File: src/rtl/pwm_pkg.sv
package pwm_pkg;

  typedef enum logic [1:0] {
    MODE_IDLE = 2'd0,
    MODE_PWM  = 2'd1,
    MODE_DSM  = 2'd2,
    MODE_RSV  = 2'd3
  } chanMode_t;

  typedef enum logic [1:0] {
    SEL_MODE  = 2'd0,
    SEL_RANGE = 2'd1,
    SEL_DATA  = 2'd2,
    SEL_NONE  = 2'd3
  } wrField_t;

  // strobes from a channel's control to its datapath
  typedef struct packed {
    logic clear;    // idle: zero state, pin low
    logic runPwm;   // advance counter-compare engine
    logic load;     // take new shadow values, restart period
    logic runDsm;   // advance delta-sigma engine
    logic dsmZero;  // N == 0
    logic dsmFull;  // N >= M, N != 0
  } chanCtl_t;

endpackage

File: src/rtl/pwm_chan_ctrl.sv
module pwm_chan_ctrl #(
  parameter int W = 16
) (
  input  logic               clk,
  input  logic               rstN,
  input  logic [1:0]         modeVal,
  input  logic [W-1:0]       rangeVal,
  input  logic [W-1:0]       dataVal,
  input  logic               periodWrap,
  output pwm_pkg::chanCtl_t  ctl
);
  import pwm_pkg::*;

  chanMode_t mode;
  logic      wasPwm;

  assign mode = chanMode_t'(modeVal);

  always_comb begin
    ctl         = '0;
    ctl.clear   = (mode != MODE_PWM) && (mode != MODE_DSM);
    ctl.runPwm  = (mode == MODE_PWM);
    ctl.load    = (mode == MODE_PWM) && (!wasPwm || periodWrap);
    ctl.runDsm  = (mode == MODE_DSM);
    ctl.dsmZero = (dataVal == '0);
    ctl.dsmFull = (dataVal != '0) && (dataVal >= rangeVal);
  end

  always_ff @(posedge clk or negedge rstN) begin
    if (!rstN) wasPwm <= 1'b0;
    else       wasPwm <= (mode == MODE_PWM);
  end

endmodule

File: src/rtl/pwm_chan_datapath.sv
module pwm_chan_datapath #(
  parameter int W = 16
) (
  input  logic              clk,
  input  logic              rstN,
  input  pwm_pkg::chanCtl_t ctl,
  input  logic [W-1:0]      rangeVal,
  input  logic [W-1:0]      dataVal,
  output logic              periodWrap,
  output logic              pinOut
);

  logic [W-1:0] cnt;
  logic [W-1:0] shadowPer;
  logic [W-1:0] shadowRat;
  logic [W-1:0] acc;
  logic [W-1:0] cntInc;
  logic [W:0]   dsmSum;
  logic         dsmHit;
  logic [W-1:0] dsmRem;

  assign cntInc     = cnt + 1'b1;
  assign periodWrap = ({1'b0, cnt} + 1'b1) >= {1'b0, shadowPer};
  assign dsmSum     = {1'b0, acc} + {1'b0, dataVal};
  assign dsmHit     = dsmSum >= {1'b0, rangeVal};
  assign dsmRem     = acc + dataVal - rangeVal;

  always_ff @(posedge clk or negedge rstN) begin
    if (!rstN) begin
      cnt       <= '0;
      shadowPer <= '0;
      shadowRat <= '0;
      acc       <= '0;
      pinOut    <= 1'b0;
    end else if (ctl.runPwm) begin
      acc <= '0;
      if (ctl.load) begin
        cnt       <= '0;
        shadowPer <= rangeVal;
        shadowRat <= dataVal;
        pinOut    <= (dataVal != '0);
      end else begin
        cnt    <= cntInc;
        pinOut <= (cntInc < shadowRat);
      end
    end else if (ctl.runDsm) begin
      cnt <= '0;
      if (ctl.dsmZero) begin
        acc    <= '0;
        pinOut <= 1'b0;
      end else if (ctl.dsmFull) begin
        acc    <= '0;
        pinOut <= 1'b1;
      end else if (dsmHit) begin
        acc    <= dsmRem;
        pinOut <= 1'b1;
      end else begin
        acc    <= dsmSum[W-1:0];
        pinOut <= 1'b0;
      end
    end else begin
      cnt    <= '0;
      acc    <= '0;
      pinOut <= 1'b0;
    end
  end

endmodule

File: src/rtl/pwm_dual_ds.sv
module pwm_dual_ds #(
  parameter int W   = 16,
  parameter int NCH = 2,
  localparam int CW = (NCH > 1) ? $clog2(NCH) : 1
) (
  input  logic           clk,
  input  logic           rstN,
  input  logic           wrEn,
  input  logic [CW-1:0]  wrChan,
  input  logic [1:0]     wrSel,
  input  logic [W-1:0]   wrData,
  output logic [NCH-1:0] pwmOut
);
  import pwm_pkg::*;

  logic [NCH-1:0][1:0]   modeReg;
  logic [NCH-1:0][W-1:0] rangeReg;
  logic [NCH-1:0][W-1:0] dataReg;

  for (genvar g = 0; g < NCH; g++) begin : gChan
    chanCtl_t ctl;
    logic     wrap;
    logic     hit;

    assign hit = wrEn && (wrChan == CW'(g));

    always_ff @(posedge clk or negedge rstN) begin
      if (!rstN) begin
        modeReg[g]  <= '0;
        rangeReg[g] <= '0;
        dataReg[g]  <= '0;
      end else if (hit) begin
        case (wrField_t'(wrSel))
          SEL_MODE:  modeReg[g]  <= wrData[1:0];
          SEL_RANGE: rangeReg[g] <= wrData;
          SEL_DATA:  dataReg[g]  <= wrData;
          default:   ;
        endcase
      end
    end

    pwm_chan_ctrl #(.W(W)) uCtrl (
      .clk       (clk),
      .rstN      (rstN),
      .modeVal   (modeReg[g]),
      .rangeVal  (rangeReg[g]),
      .dataVal   (dataReg[g]),
      .periodWrap(wrap),
      .ctl       (ctl)
    );

    pwm_chan_datapath #(.W(W)) uDp (
      .clk       (clk),
      .rstN      (rstN),
      .ctl       (ctl),
      .rangeVal  (rangeReg[g]),
      .dataVal   (dataReg[g]),
      .periodWrap(wrap),
      .pinOut    (pwmOut[g])
    );
  end

endmodule

File: config.mk
export PLATFORM = sky130hd
export DESIGN_NAME = pwm_dual_ds
export DESIGN_NICKNAME = d
export VERILOG_FILES = /design/src/rtl/pwm_pkg.sv /design/src/rtl/pwm_chan_ctrl.sv /design/src/rtl/pwm_chan_datapath.sv /design/src/rtl/pwm_dual_ds.sv
export SDC_FILE = /design/constraint.sdc
export NUM_CORES = 1
export LEC_CHECK = 0
export BUFFER_PORTS_ARGS = -buffer_cell sky130_fd_sc_hd__buf_2
export CELL_PAD_IN_SITES_DETAIL_PLACEMENT = 0
export CELL_PAD_IN_SITES_GLOBAL_PLACEMENT = 1
export CORE_ASPECT_RATIO = 1.75
export CORE_UTILIZATION = 46
export CTS_CLUSTER_SIZE = 16
export DETAILED_ROUTE_END_ITERATION = 10
export PLACE_DENSITY = 0.9
export SLEW_MARGIN = 25
export SYNTH_ARGS = -nofsm -noshare
export SYNTH_HDL_FRONTEND = slang
export SYNTH_HIERARCHICAL = 1
export SYNTH_SLANG_ARGS = --single-unit
File: constraint.sdc
create_clock -name clk -period 3.6 [get_ports clk]
set_input_delay 0.72 -clock clk [delete_from_list [all_inputs] [get_ports clk]]
set_output_delay 0.72 -clock clk [all_outputs]
set_load 0.02 [all_outputs]
-- Word-level counts from Yosys, hierarchy flattened
Cells that the tools add are included.
- register bits: 200
- logic and storage cells: 92
- reduce and logical (&&, ||, !) cells: 23
- multiplexer cells: 26
- add/sub/neg operators: 10
- eq/ne operators: 6
- bitwise logic cells: 1
- magnitude comparators: 8
- operators with widths (cell ; number):
    $mux 16 ; 14
    $ge 17x16->1 ; 4
    $add 16x1->17 const B ; 2
    $add 16x16->17 ; 2
    $add 16x1->16 const B ; 2
    $add 16x16->16 ; 2
    $ge 16x16->1 ; 2
    $logic_not 16->1 ; 2
    $lt 16x16->1 ; 2
    $reduce_bool 16->1 ; 2
    $sub 16x16->16 ; 2
    $reduce_and 2->1 ; 8
    $mux 1 ; 12
    $eq 2x1->1 const B ; 3
    $eq 2x2->1 const B ; 3
    $logic_and 1x1->1 ; 6
    $logic_not 1->1 ; 2
    $logic_not 2->1 ; 1
    $logic_or 1x1->1 ; 2
    $not 1->1 ; 1

-- Depth between registers and ports, before layout
Gate-level depths: netlist of the first run.
- word-level depth: 7
- depth in mapped cells: 20

-- Modules after synthesis
The synthesis of the first run kept the hierarchy.
- by module, submodules not included (module ; cells each ; instances ; seq. area each (µm²) ; area an instance (µm²)):
    pwm_chan_datapath (gChan[1].uDp) ; 679 ; 1 ; 1626.6 ; 5898.2
    pwm_chan_datapath (gChan[0].uDp) ; 647 ; 1 ; 1626.6 ; 5616.6
    pwm_dual_ds ; 148 ; 1 ; 1701.6 ; 2703.8
    pwm_chan_ctrl ; 67 ; 2 ; 25.0 ; 505.5

-- Worst setup path after synthesis of the first run
No wires, ideal clock.
- kind: register to register
- start: register gChan[1].uDp.cnt[2]
- end: register gChan[1].uDp.shadowPer[0]
- data required time: 3.475 ns
- setup time: 0.125 ns
- setup slack: -0.203 ns
- arrival: 3.679 ns
- cell stages (with the launch flop): 18
- cell sequence: dfrtp_1 -> nand3_1 -> nor2_1 -> nand4_1 -> nor2_1 -> xor2_1 -> ha_1 -> and4_1 -> a221o_1 -> a21o_1 -> a21o_1 -> a221oi_1 -> o31ai_1 -> inv_1 -> a21boi_0 -> nand2_1 -> clkbuf_1 -> mux2_2
- RTL lines (element ; RTL line ; RTL):
    start: declaration ; pwm_chan_datapath.sv:13 ; logic [W-1:0] cnt;
    start signal: assignment ; pwm_chan_datapath.sv:43 ; cnt <= cntInc;
    end signal: assignment ; pwm_chan_datapath.sv:39 ; shadowPer <= rangeVal;
    end: declaration ; pwm_chan_datapath.sv:14 ; logic [W-1:0] shadowPer;

-- Final worst setup path of the first run
- start: register gChan[0].uDp.acc[0]
- end: register gChan[0].uDp.acc[14]
- longest elaborated chain between the ends: 7
- elaborated cells on any way between the ends: 9
- classes of those cells: add/sub (3); order compare (1); mux (5)
- RTL lines (element ; RTL line ; RTL):
    start: declaration ; pwm_chan_datapath.sv:16 ; logic [W-1:0] acc;
    start signal: assignment ; pwm_chan_datapath.sv:55 ; acc <= dsmRem;
    start signal: assignment ; pwm_chan_datapath.sv:58 ; acc <= dsmSum[W-1:0];
    $add 16x16->16 or $add 16x16->17 (tied branches) ; pwm_chan_datapath.sv:26, pwm_chan_datapath.sv:24 ;
    $sub 16x16->16 or $ge 17x16->1 (tied branches) ; pwm_chan_datapath.sv:26, pwm_chan_datapath.sv:25 ;
    $mux 16 * ; pwm_chan_datapath.sv:54 ; end else if (dsmHit) begin
    $mux 16 * ; pwm_chan_datapath.sv:51 ; end else if (ctl.dsmFull) begin
    $mux 16 * ; pwm_chan_datapath.sv:48 ; if (ctl.dsmZero) begin
    $mux 16 * ; pwm_chan_datapath.sv:46 ; end else if (ctl.runDsm) begin
    $mux 16 * ; pwm_chan_datapath.sv:35 ; end else if (ctl.runPwm) begin
Every way passes the cells marked *; elsewhere a longest branch is shown, timed or not.
A chain may end at the register's enable or synchronous reset.

==> flow_metrics.env, run 1 <==
export IMPL_cts_sinks=200
export IMPL_slew_viol_final=0
export IMPL_initial_utilization=0.469
export IMPL_path_buf_inv=2
export IMPL_fp_dieW_um=140
export IMPL_violations="setup timing"
export IMPL_final_fill_count=2769
export IMPL_end_kind="register"
export IMPL_vias=12267
export IMPL_io_buffers=23
export IMPL_ios=24
export IMPL_drtIter0Drc=488
export IMPL_clock_latency_ns=0.47
export IMPL_grt_pass1_vias=12997
export IMPL_num_nets_final=2046
export IMPL_ctsHoldBuffers=0
export IMPL_seqCellArea_mm2=0.00500
export IMPL_place_congestion=0.935
export IMPL_crit_path_start_kind="register"
export IMPL_yosysUniqueCellTypes=76
export IMPL_reg2reg_setup_slack_ns=-0.24
export IMPL_synth_net_count=1858
export IMPL_p_sw_mw=6.91
export IMPL_skew_ns=0.0113
export IMPL_crit_top_cell="a31oi_1"
export IMPL_synth_warnings=6
export IMPL_cts_root_buffer="clkbuf_16"
export IMPL_p_comb_frac=0.653
export IMPL_r2r_start="gChan[0].uDp/acc[0]"
export IMPL_max_stage_delay_ns=0.37
export IMPL_hp_class="input pin to async pin"
export IMPL_ant_nets=0
export IMPL_final_common_cell="inv_1"
export IMPL_fin_crit_ns=3.84
export IMPL_grt_max_degree=85
export IMPL_critPathRequiredTime_ns=3.99
export IMPL_yosys_most_used_dff="dfrtp_1"
export IMPL_clk_pin_slew_ns=0.07
export IMPL_slowest_stage="or3b_1"
export IMPL_worst_pin_slew_ns=0.749
export IMPL_period_share=1.07
export IMPL_wl_um=40800
export IMPL_avgSynthCellArea_um2=9.47
export IMPL_drive_above_1_share=0.250
export IMPL_cts_buffers=17
export IMPL_synth_edff_count=0
export IMPL_synth_area_mm2=0.0152
export IMPL_fmax_mhz=261
export IMPL_yosysSeqAreaShare=0.329
export IMPL_htreeDepth=4
export IMPL_drt_vias_per_instance=5.55
export IMPL_crit_family="compound AO/OA/AOI/OAI gates"
export IMPL_rows=87
export IMPL_setup_viol=33
export IMPL_clockBufferDepth=2
export IMPL_grt_use_total=0.246
export IMPL_multi_input_area_mm2=0.00961
export IMPL_setup_tns_ns=-3.99
export IMPL_synthArstFlopShare=1.00
export IMPL_relSlewSlack=0.501
export IMPL_r2r_end="gChan[0].uDp/acc[14]"
export IMPL_cts_tree="built"
export IMPL_hold_viol_final=0
export IMPL_crit_path_max_fanout=6
export IMPL_place_ws_ns=-0.350
export IMPL_fp_dieH_um=243
export IMPL_reg2reg_depth=19
export IMPL_area_growth_pct=20.9
export IMPL_drc=0
export IMPL_cellLeakagePower_nw=9.27
export IMPL_core_area_mm2=0.0324
export IMPL_power_total_mw=15.4
export IMPL_wl_per_cell_um=18.5
export IMPL_status="finished, violations left"
export IMPL_power_share_sequential=0.222
export IMPL_power_frac_clock=0.125
export IMPL_vdd_ir_drop_max_uv=489
export IMPL_layout_setup_ws_ns=-0.236
export IMPL_antenna_found_initial=0
export IMPL_grt_overflow=0
export IMPL_worst_ep_arrival_time_ns=4.22
export IMPL_p_int_mw=8.48
export IMPL_sw_frac_of_total=0.449
export IMPL_pwr_density_cell_mw_per_mm2=836
export IMPL_diodes=0
export IMPL_critPathKind="register to register"
export IMPL_firstDrtPassIters=7
export IMPL_rsz0062_at_grt="true"
export IMPL_die_area_mm2=0.0339
export IMPL_grt_pass1_wl_um=63800
export IMPL_postSynthCellCount=1608
export IMPL_path_cells="ha_2, inv_2, fa_2, nor2b_4, o21bai_4, a31oi_1, buf_4, o2111ai_4, a21oi_2, o21a_1, nor2_1, ha_1, a211o_1, a221oi_2, o21ai_1, a31oi_1, o21ai_2, or3b_1, a21oi_1"
export IMPL_cap_violations=0
export IMPL_synth_seq_cells=200
export IMPL_dp_hpwl_um=32400
export IMPL_mostFrequentLayoutCells="267 x inv_1, 200 x dfrtp_1, 192 x ha_1"
[what timing repair did]
item | 4_1_cts | 5_1_grt
resized for setup | 33 | 151
gates cloned | 2 | 5
buffers inserted | 10 | 9
endpoints found under the setup margin | 112 | 130
pin swaps | 30 | 63
[registers in the layout (all words and copies together) (netlist names)]
signal / cells
gChan.uDp/shadowPer: 32
gChan.uDp/cnt: 32
gChan.uDp/acc: 32
gChan.uDp/shadowRat: 32
gChan.uDp/pinOut: 2
dataReg: 32
gChan.uCtrl/wasPwm: 2
modeReg: 4
rangeReg: 32
[metal layers]
metal	global-route usage	routed length, um	vias up
met1	0.227	13900	6012
met5	0	0	-
li1	-	-	5880
met2	0.481	22900	226
met3	0.0308	813	149
met4	0.186	3220	0
[worst register-to-register path: stages (launching register included)]
cell and delay [ns]:
dfrtp_1 0.36, ha_2 0.19, inv_2 0.04, fa_2 0.36, nor2b_4 0.16, o21bai_4 0.08, a31oi_1 0.15, buf_4 0.17
o2111ai_4 0.13, a21oi_2 0.20, o21a_1 0.13, nor2_1 0.05, ha_1 0.33, a211o_1 0.28, a221oi_2 0.17, o21ai_1 0.09
a31oi_1 0.20, o21ai_2 0.17, or3b_1 0.37, a21oi_1 0.13
[logic make-up (layout without fill, tap and decap cells)]
group,count (synthesis),in the layout,share of synthesized area
AO/OA/AOI/OAI,319,319,0.140
XOR/XNOR,83,83,0.0477
adder cells (fa/ha/maj),228,228,0.203
buffers and inverters,300,501,0.0811
flip-flops,200,200,0.329
multiplexers,92,92,0.0715
AND/OR/NAND/NOR,386,386,0.128
[worst max-delay path by stage]
stage	from	endpoint	slack, ns	cells after the start
after floorplan	dataReg[0]	gChan[0].uDp/pinOut	-0.04	19
after global placement	gChan[0].uDp/acc[0]	gChan[0].uDp/acc[14]	-0.27	19
after detailed placement	gChan[0].uDp/acc[0]	gChan[0].uDp/acc[1]	-0.35	20
after CTS	gChan[0].uDp/acc[0]	gChan[0].uDp/acc[14]	-0.23	19
after global routing	dataReg[0]	gChan[0].uDp/acc[2]	-0.48	20
final	gChan[0].uDp/acc[0]	gChan[0].uDp/acc[14]	-0.24	19
[cell usage after synthesis, drive strengths merged, types with 9 or more instances]
cell | number | area [um^2]
a211oi | 18 | 165
a21o | 35 | 263
a21oi | 70 | 373
a31oi | 16 | 100
and4 | 9 | 78.8
buf | 15 | 165
clkbuf | 17 | 63.8
dfrtp | 200 | 5000
fa | 32 | 641
ha | 196 | 2450
inv | 268 | 1010
mux2 | 74 | 908
mux2i | 18 | 180
nand2 | 126 | 488
nand2b | 14 | 87.6
nand3 | 30 | 150
nand4 | 19 | 131
nor2 | 80 | 300
nor2b | 40 | 250
nor3 | 23 | 130
nor4 | 16 | 100
o21a | 23 | 173
o21ai | 90 | 450
xnor2 | 59 | 517
xor2 | 24 | 210
[power by group through the flow]
| stage | sequential [mW] | combinational [mW] | clock (mW) |
|---|---|---|---|
| after floorplan | 3.32 | 6.25 | 0 |
| after global placement | 3.37 | 8.77 | 0 |
| after detailed placement | 3.40 | 9.03 | 0 |
| after CTS | 3.36 | 9.42 | 1.96 |
| after global routing | 3.52 | 11.0 | 2.04 |
| final | 3.42 | 10.0 | 1.92 |
[cell type report]
type                    instances  area share
multi-input cells            1108       0.522
clock buffers                  18      0.0239
inverters                     268      0.0547
repair buffers                201      0.0928
well taps                     400      0.0272
flip-flops and latches        200       0.272
clock inverters                14     0.00761
[per-stage QoR]
step | util | area [um^2] | hold slack [ns] | instances
after global placement | 0.521 | 16900 | 0.461 | 2151
after detailed placement | 0.521 | 16900 | 0.470 | 2151
after CTS | 0.546 | 17700 | 0.321 | 2195
after global routing | 0.567 | 18400 | 0.349 | 2209
after floorplan | - | 15300 | 0.424 | 1608
final | 0.567 | 18400 | 0.292 | 2209
No activity file was read; power rests on OpenSTA's default activity.
==> run 2, diff against run 1 <==
--- a/config.mk
+++ b/config.mk
@@ -9,10 +9,11 @@
 export CELL_PAD_IN_SITES_DETAIL_PLACEMENT = 0
 export CELL_PAD_IN_SITES_GLOBAL_PLACEMENT = 1
 export CORE_ASPECT_RATIO = 1.75
-export CORE_UTILIZATION = 46
+export CORE_UTILIZATION = 47
+export CTS_BUF_LIST = sky130_fd_sc_hd__clkbuf_4 sky130_fd_sc_hd__clkbuf_8
 export CTS_CLUSTER_SIZE = 16
 export DETAILED_ROUTE_END_ITERATION = 10
-export PLACE_DENSITY = 0.9
+export PLACE_DENSITY = 0.91
 export SLEW_MARGIN = 25
 export SYNTH_ARGS = -nofsm -noshare
 export SYNTH_HDL_FRONTEND = slang
==> run 2 against run 1 <==
Net effect:
- the flow still finishes with violations (setup timing)
- global-route usage increased by 0.94 points
- routed wire length increased by 3.7%
- critical endpoint is now gChan[1].uDp/pinOut
- non-clock buffer count increased by 16
- register-to-register slack got worse by 0.03 ns
- worst setup slack got worse by 0.032 ns
- highest routed layer unchanged
- combinational power about the same
- flip-flop and latch count unchanged
- largest cell class unchanged
- worst hold slack got worse by 0.13 ns
- via count increased by 1.6%
- first-iteration DRC count increased by 7.6%
- clock-buffer cell count increased by 3
- final cell count increased by 0.59%
==> flow_metrics.env, run 2 (synthesized netlist as in run 1, its figures left out) <==
export IMPL_rsz0062_at_grt="true"
export IMPL_vias=12459
export IMPL_r2r_start="dataReg[19]"
export IMPL_crit_top_cell="o21a_1"
export IMPL_grt_use_total=0.255
export IMPL_antenna_found_initial=1
export IMPL_power_share_sequential=0.225
export IMPL_place_congestion=0.969
export IMPL_multi_input_area_mm2=0.00970
export IMPL_vdd_ir_drop_max_uv=600
export IMPL_clockBufferDepth=2
export IMPL_placed_area_mm2=0.0168
export IMPL_grt_pass1_vias=13109
export IMPL_initial_utilization=0.481
export IMPL_setup_viol=56
export IMPL_p_sw_mw=7.00
export IMPL_dp_hpwl_um=32600
export IMPL_crit_path_start_kind="register"
export IMPL_grt_max_degree=59
export IMPL_ios=24
export IMPL_cp_num_cells=14
export IMPL_sw_frac_of_total=0.460
export IMPL_clk_pin_slew_ns=0.11
export IMPL_end_kind="register"
export IMPL_cts_sinks=200
export IMPL_final_common_cell="inv_1"
export IMPL_power_frac_clock=0.098
export IMPL_drt_vias_per_instance=5.61
export IMPL_stdcell_area_mm2=0.0184
export IMPL_r2r_end="gChan[1].uDp/pinOut"
export IMPL_wl_um=42300
export IMPL_reg2reg_setup_slack_ns=-0.27
export IMPL_layout_cells_non_filler=2222
export IMPL_clock_latency_ns=0.52
export IMPL_io_buffers=23
export IMPL_fmax_mhz=259
export IMPL_core_area_mm2=0.0316
export IMPL_critPathKind="register to register"
export IMPL_pwr_density_cell_mw_per_mm2=826
export IMPL_path_cells="ha_4, and2_1, a311o_2, o22ai_4, o31a_1, o311ai_2, ha_1, a211o_1, a211oi_2, o21a_1, o211a_1, o211ai_4, o21a_1, or3_1"
export IMPL_crit_path_max_fanout=4
export IMPL_drtIter0Drc=525
export IMPL_p_int_mw=8.23
export IMPL_area_growth_pct=21.0
export IMPL_crit_family="compound AO/OA/AOI/OAI gates"
export IMPL_num_nets_final=2062
export IMPL_dp_cells=2147
export IMPL_hp_class="input pin to async pin"
export IMPL_wl_per_cell_um=19.1
export IMPL_ctsHoldBuffers=0
export IMPL_setup_tns_ns=-5.59
export IMPL_relSlewSlack=0.517
export IMPL_cts_root_buffer="clkbuf_8"
export IMPL_die_area_mm2=0.0332
export IMPL_worst_ep_arrival_time_ns=4.27
export IMPL_hold_viol_final=0
export IMPL_reg2reg_depth=14
export IMPL_crit_path_start="dataReg[19]"
export IMPL_grt_pass1_wl_um=65200
export IMPL_fin_crit_ns=3.87
export IMPL_cellLeakagePower_nw=9.26
export IMPL_slowest_stage="dfrtp_1"
export IMPL_final_fill_count=2726
export IMPL_cap_violations=0
export IMPL_mostFrequentLayoutCells="267 x inv_1, 200 x dfrtp_1, 191 x ha_1"
export IMPL_firstDrtPassIters=5
export IMPL_htreeDepth=4
export IMPL_max_stage_delay_ns=0.43
export IMPL_seqCellArea_mm2=0.00500
export IMPL_p_comb_frac=0.677
export IMPL_fp_dieW_um=138
export IMPL_crit_path_end="gChan[1].uDp/pinOut"
export IMPL_worst_pin_slew_ns=0.722
export IMPL_skew_ns=0.0182
export IMPL_path_buf_inv=0
export IMPL_drc=0
export IMPL_slew_viol_final=0
export IMPL_cts_tree="built"
export IMPL_drive_above_1_share=0.262
export IMPL_critPathRequiredTime_ns=4.00
export IMPL_violations="setup timing"
export IMPL_grt_overflow=0
export IMPL_layout_setup_ws_ns=-0.268
export IMPL_power_total_mw=15.2
export IMPL_fp_dieH_um=240
export IMPL_ant_nets=0
export IMPL_rows=86
export IMPL_cts_buffers=17
export IMPL_status="finished, violations left"
export IMPL_period_share=1.07
export IMPL_whs_ns=0.166
==> run 2: area by class of cell <==
| class | count | area share |
|---|---|---|
| multi-input combinational | 1108 | 0.526 |
| sequential | 200 | 0.272 |
| timing repair buffer | 217 | 0.0990 |
| inverter | 268 | 0.0546 |
| tap | 396 | 0.0269 |
| clock buffer | 21 | 0.0153 |
| clock inverter | 11 | 0.00618 |
| antenna | 1 | 0.000136 |
==> run 2: how the worst min path moves through the flow <==
stage / startpoint / end / slack (ns) / depth (start not counted)
6_report: rstN / gChan[0].uDp/acc[13] / 0.17 / 1
5_1_grt: rstN / gChan[0].uDp/shadowPer[7] / 0.18 / 1
4_1_cts: rstN / gChan[0].uDp/acc[13] / 0.16 / 1
3_5_place_dp: gChan[1].uDp/shadowPer[7] / gChan[1].uDp/shadowPer[7] / 0.47 / 2
3_3_place_gp: gChan[1].uDp/shadowPer[7] / gChan[1].uDp/shadowPer[7] / 0.46 / 2
2_1_floorplan: rstN / dataReg[0] / 0.42 / 0
==> run 2: layer usage <==
| metal | vias up | GRT usage | wire, um | part of all wire |
|---|---|---|---|---|
| li1 | 5902 | - | - | - |
| met1 | 6124 | 0.236 | 14500 | 0.34 |
| met2 | 278 | 0.504 | 23600 | 0.56 |
| met3 | 155 | 0.0315 | 1030 | 0.024 |
| met4 | 0 | 0.186 | 3230 | 0.076 |
| met5 | - | 0 | 0 | 0 |
==> run 2: metrics by stage <==
| step | setup slack (ns) | util |
|---|---|---|
| 6_report | -0.268 | 0.583 |
| 5_1_grt | -0.504 | 0.583 |
| 4_1_cts | -0.163 | 0.559 |
| 3_5_place_dp | -0.300 | 0.532 |
| 3_3_place_gp | -0.204 | 0.532 |
| 2_1_floorplan | -0.0407 | - |
==> run 2: power by group through the flow <==
stage	Sequential [mW]	Clock (mW)	Combinational [mW]
6_report	3.43	1.49	10.3
5_1_grt	3.52	1.59	11.3
4_1_cts	3.35	1.51	9.57
3_5_place_dp	3.39	0	8.96
3_3_place_gp	3.36	0	8.70
2_1_floorplan	3.32	0	6.25
==> run 2: what timing repair did <==
item | CTS | global route
setup buffers | 17 | 18
endpoints found under the setup margin | 126 | 129
cloned | 2 | 6
pin swaps | 33 | 67
gates resized for setup | 60 | 163
